===== src/rtl/irq_route_pkg.sv =====
package irq_route_pkg;
  typedef enum logic [1:0] {
    TGT_SELF   = 2'd0,
    TGT_NAMED  = 2'd1,
    TGT_ABSENT = 2'd2
  } tgt_kind_e;
endpackage


===== src/rtl/irq_target_decode.sv =====
module irq_target_decode
  import irq_route_pkg::*;
#(
  parameter int NUM_CORES = 4,
  parameter int ID_W      = 4,
  parameter int SRC_W     = 2
) (
  input  logic [ID_W-1:0]  dest_code,
  input  logic [SRC_W-1:0] src_idx,
  output tgt_kind_e        kind,
  output logic [SRC_W-1:0] tgt_idx
);
  always_comb begin
    if (dest_code == '0) begin
      kind    = TGT_SELF;
      tgt_idx = src_idx;
    end else if (dest_code <= ID_W'(NUM_CORES)) begin
      kind    = TGT_NAMED;
      tgt_idx = SRC_W'(dest_code - ID_W'(1));
    end else begin
      kind    = TGT_ABSENT;
      tgt_idx = src_idx;
    end
  end
endmodule


===== src/rtl/irq_ext_capture.sv =====
module irq_ext_capture #(
  parameter int EXT_N  = 4,
  parameter int TYPE_W = 8
) (
  input  logic              clk,
  input  logic              rst_n,
  input  logic [EXT_N-1:0]  ext_irq,
  input  logic              take,
  output logic              has_req,
  output logic [TYPE_W-1:0] req_type
);
  logic [EXT_N-1:0] prev_q, pend_q, pend_d, sel_mask;

  always_comb begin
    sel_mask = '0;
    req_type = '0;
    for (int i = EXT_N - 1; i >= 0; i--) begin
      if (pend_q[i]) begin
        sel_mask = '0;
        sel_mask[i] = 1'b1;
        req_type = TYPE_W'(i);
      end
    end
    has_req = |pend_q;
    pend_d  = (pend_q & ~(take ? sel_mask : '0)) | (ext_irq & ~prev_q);
  end

  always_ff @(posedge clk or negedge rst_n) begin
    if (!rst_n) begin
      prev_q <= '0;
      pend_q <= '0;
    end else begin
      prev_q <= ext_irq;
      pend_q <= pend_d;
    end
  end
endmodule


===== src/rtl/irq_slot.sv =====
module irq_slot #(
  parameter int TYPE_W = 8
) (
  input  logic              clk,
  input  logic              rst_n,
  input  logic              load,
  input  logic [TYPE_W-1:0] load_type,
  input  logic              ack,
  output logic              valid,
  output logic [TYPE_W-1:0] slot_type
);
  logic valid_d;

  always_comb begin
    valid_d = valid;
    if (ack)  valid_d = 1'b0;
    if (load) valid_d = 1'b1;
  end

  always_ff @(posedge clk or negedge rst_n) begin
    if (!rst_n) begin
      valid     <= 1'b0;
      slot_type <= '0;
    end else begin
      valid <= valid_d;
      if (load) slot_type <= load_type;
    end
  end
endmodule


===== src/rtl/irq_router.sv =====
module irq_router
  import irq_route_pkg::*;
#(
  parameter int NUM_CORES = 4,
  parameter int ID_W      = 4,
  parameter int TRAP_W    = 12,
  parameter int EXT_N     = 4,
  parameter int HOME_CORE = 0,
  localparam int SRC_W    = (NUM_CORES > 1) ? $clog2(NUM_CORES) : 1,
  localparam int TYPE_W   = TRAP_W - ID_W
) (
  input  logic                        clk,
  input  logic                        rst_n,
  input  logic                        trap_valid,
  input  logic [SRC_W-1:0]            trap_src,
  input  logic [TRAP_W-1:0]           trap_value,
  output logic                        trap_busy,
  input  logic [EXT_N-1:0]            ext_irq,
  input  logic [NUM_CORES-1:0]        irq_ack,
  output logic [NUM_CORES-1:0]        irq_pend,
  output logic [NUM_CORES*TYPE_W-1:0] irq_type,
  input  logic [NUM_CORES-1:0]        err_clr,
  output logic [NUM_CORES-1:0]        err_flag
);
  tgt_kind_e            kind;
  logic [SRC_W-1:0]     tgt_idx;
  logic                 ext_has, ext_take, home_clash, trap_ok, trap_accept, trap_bad;
  logic [TYPE_W-1:0]    ext_type, trap_type;
  logic [NUM_CORES-1:0] err_d;

  assign trap_type = trap_value[TRAP_W-1:ID_W];

  irq_target_decode #(.NUM_CORES(NUM_CORES), .ID_W(ID_W), .SRC_W(SRC_W)) u_dec (
    .dest_code (trap_value[ID_W-1:0]),
    .src_idx   (trap_src),
    .kind      (kind),
    .tgt_idx   (tgt_idx)
  );

  irq_ext_capture #(.EXT_N(EXT_N), .TYPE_W(TYPE_W)) u_ext (
    .clk      (clk),
    .rst_n    (rst_n),
    .ext_irq  (ext_irq),
    .take     (ext_take),
    .has_req  (ext_has),
    .req_type (ext_type)
  );

  always_comb begin
    ext_take    = ext_has && !irq_pend[HOME_CORE];
    home_clash  = ext_take && (tgt_idx == SRC_W'(HOME_CORE));
    trap_ok     = trap_valid && (kind != TGT_ABSENT);
    trap_busy   = trap_ok && (irq_pend[tgt_idx] || home_clash);
    trap_accept = trap_ok && !trap_busy;
    trap_bad    = trap_valid && (kind == TGT_ABSENT);
  end

  for (genvar k = 0; k < NUM_CORES; k++) begin : g_core
    logic              ld;
    logic [TYPE_W-1:0] ld_type;
    if (k == HOME_CORE) begin : g_home
      assign ld      = ext_take || (trap_accept && tgt_idx == SRC_W'(k));
      assign ld_type = ext_take ? ext_type : trap_type;
    end else begin : g_other
      assign ld      = trap_accept && tgt_idx == SRC_W'(k);
      assign ld_type = trap_type;
    end
    irq_slot #(.TYPE_W(TYPE_W)) u_slot (
      .clk       (clk),
      .rst_n     (rst_n),
      .load      (ld),
      .load_type (ld_type),
      .ack       (irq_ack[k]),
      .valid     (irq_pend[k]),
      .slot_type (irq_type[k*TYPE_W +: TYPE_W])
    );
    assign err_d[k] = (err_flag[k] && !err_clr[k]) || (trap_bad && trap_src == SRC_W'(k));
  end

  always_ff @(posedge clk or negedge rst_n) begin
    if (!rst_n) err_flag <= '0;
    else        err_flag <= err_d;
  end
endmodule


===== config.mk =====
export PLATFORM = sky130hd
export DESIGN_NAME = irq_router
export DESIGN_NICKNAME = d
export VERILOG_FILES = /design/src/rtl/irq_route_pkg.sv /design/src/rtl/irq_target_decode.sv /design/src/rtl/irq_ext_capture.sv /design/src/rtl/irq_slot.sv /design/src/rtl/irq_router.sv
export SDC_FILE = /design/constraint.sdc
export NUM_CORES = 1
export LEC_CHECK = 0
export CAP_MARGIN = 30
export CORE_UTILIZATION = 50
export DETAILED_ROUTE_END_ITERATION = 12
export MAX_ROUTING_LAYER = met4
export PLACE_DENSITY = 0.94
export SKIP_CTS_REPAIR_TIMING = 1
export SLEW_MARGIN = 20
export SYNTH_ARGS = -nofsm -noshare
export SYNTH_HDL_FRONTEND = slang
export SYNTH_HIERARCHICAL = 1
export SYNTH_SLANG_ARGS = --single-unit

===== constraint.sdc =====
create_clock -name clk -period 4.3 [get_ports clk]
set_clock_uncertainty 0.05 [all_clocks]
set_input_delay 0.86 -clock clk [delete_from_list [all_inputs] [get_ports clk]]
set_output_delay 0.86 -clock clk [all_outputs]
set_load 0.005 [all_outputs]

==> metrics <==
drt via density 5.044; Sw Pwr 472.7 µW; Worst Path Max Fanout 6; leakage power 1.428 nW; IO buf count 69; row cnt 24; via count 1,478; post-route ant nets 0; final period utilization 96.99%; Synth async-reset ratio 100.0%; Avg Inst Size Synth 13.79 µm²; Synth area leader dfrtp_1; I/O pin count 70; post-synth cell types 30; min Tclk post-route 4.171 ns; Setup crit end kind primary output; worst path required time 3.39 ns; synth cell count leaders dfrtp_1 (48), mux2_4 (33), inv_1 (21); internal power 1.233 mW; gr ovfl total 0; cell with the most instances after synthesis dfrtp_1; # nets final 270; sequential area share after synthesis 53.13%; Final Max Tran Viols 0; Area growth, synth to finish 37.35%; Total GRT Usage 21.62%; Clk network pwr share 15.2%; core region area 4354 µm²; Cell Area, Synth 2261 µm²; logic gate share of total power 43.1%; # DRC 0; unrepaired setup endpoints after global routing false; Max Clk Rate 0.2398 GHz; initial antenna violation count 0; routed len/inst 15.91 µm; Least-Margin Pin Slew 0.5830 ns; part of the power in registers 41.7%; vias in the first global route 1,561; Post-Place Worst Slack -0.1236 ns; kind of critical path input pin to primary output; Cells after Synth 164; Placed Area 3013 µm²; post-synth top area share 53.13%; PnR worst setup slack 0.1294 ns; detailed placement HPWL 3.516 mm; Die Wd 69.25 µm; CTS sink count 48; Filler cells 310; diode count 0; fin area 3105 µm²; CP Launch Type input pin; ranking of synthesized cells by area dfrtp_1 (53%), mux2_4 (22%), mux2_2 (4.0%), inv_1 (3.5%), buf_6 (2.5%); Max-slew headroom 60.92%; Synth Register Bits 48; drt pass-1 iters 4; setup TNS 0 ns; status finished clean; CTS tree yes; CP arrival 3.26 ns; first-pass GRT wire length 7.824 mm; share of layout cells above drive strength 1 27.80%; Max clock buf depth 2; PwrDens 549.1 nW/µm²; total wire length 4.662 mm; Max VDD drop 0.0002962 V; Max Cap Viol 0; Die H 69.25 µm; Initial Util 51.93%; total power 1.705 mW; insertion delay to the later sink of the worst-skew pair 0.30 ns; DRT iter0 DRCs 78; H-tree depth 2; Sw Share 27.72%; gp weighted congestion 0.7474; full die area 4795 µm²; number of buffers created by CTS 5; HP Class flip-flop to flip-flop; clk slew on worst S/H paths 0.08 ns; Finish-stage setup viols 0; EDFF count, synth 0; hold slack final 0.3781 ns; YS warnings 6; Root Driver clkbuf_8; final hold vios 0; largest net degree at the start of global routing 34; Synth Flop Type dfrtp_1
==> cells in the final DEF, fill, tap and decap left out, drive strengths merged, types with 3 or more instances in the layout <==
| master | netlist | final |
|---|---|---|
| clkdlybuf4s50 | 0 | 68 |
| dfrtp | 48 | 48 |
| mux2 | 41 | 41 |
| inv | 21 | 21 |
| buf | 11 | 7 |
| o22ai | 6 | 6 |
| conb | 1 | 6 |
| clkbuf | 0 | 5 |
| a21o | 5 | 5 |
| nor2b | 3 | 3 |
| nand3 | 3 | 3 |
| nor3 | 3 | 3 |
| clkinv | 0 | 3 |
==> per-stage QoR <==
step | cells | util [%]
after floorplan | 169 | -
after global placement | 282 | 68.30
after detailed placement | 285 | 69.20
after CTS | 293 | 71.21
after global routing | 293 | 71.32
final | 293 | 71.32
==> path summary, 6_finish.rpt <==
path	slack, ns	from	depth (start not counted)	end
worst max-delay path	0.13	trap_value[0]	9	trap_busy
worst min-delay path	0.38	u_ext/prev_q[1]	1	u_ext/pend_q[1]
worst max register to register	2.26	u_ext/pend_q[0]	6	g_core[0].u_slot/slot_type[1]
worst min register to register	0.38	u_ext/prev_q[1]	1	u_ext/pend_q[1]
max in group asynchronous	3.29	rst_n	2	g_core[1].u_slot/slot_type[6]
min in group asynchronous	0.41	rst_n	1	g_core[1].u_slot/valid
==> worst max-delay path, stage by stage <==
cell	delay [ns]
clkdlybuf4s50_1	0.45
inv_1	0.05
ha_1	0.21
xor2_1	0.20
o31ai_2	0.45
or3_1	0.18
a21oi_1	0.06
a211oi_1	0.25
clkdlybuf4s50_1	0.55
==> registers in the layout (all words and copies together), names as in the netlist <==
register / cells
err_flag: 4
g_core.u_slot/slot_type: 32
g_core.u_slot/valid: 4
u_ext/pend_q: 4
u_ext/prev_q: 4
==> power groups by stage <==
stage	Sequential [mW]	Combinational, mW	Clock [mW]
floorplan	0.707	0.372	0
global placement	0.707	0.707	0
detailed placement	0.720	0.737	0
CTS	0.712	0.740	0.268
global route	0.734	0.784	0.287
finish	0.711	0.735	0.259
==> kinds of logic after synthesis <==
family                   synth area share (%)
flip-flops                              53.13
multiplexers                            26.34
buffers and inverters                   7.969
AND/OR/NAND/NOR                         5.423
AO/OA/AOI/OAI                           6.033
adder cells (fa/ha/maj)                0.5533
other                                  0.1659
XOR/XNOR                               0.3875
==> area by class of cell <==
type                       instances  area (µm²)  share of cell area (%)
sequential                        48        1201                   38.68
tap                               52       65.06                   2.095
clock inverter                     3       18.77                  0.6044
timing repair buffer              75       747.0                   24.05
multi-input combinational         89       925.9                   29.81
inverter                          21       78.83                   2.538
clock buffer                       5       68.82                   2.216
==> metal layers <==
metal	part of all wire (%)	track usage, %	routed length (µm)	vias up
met3	3.2	3.198	151	5
met5	0	-	0	-
met2	50	34.30	2318	45
li1	-	-	-	696
met1	46	28.59	2139	732
met4	1.1	7.483	53	0
No activity file was read; power rests on OpenSTA's default activity.
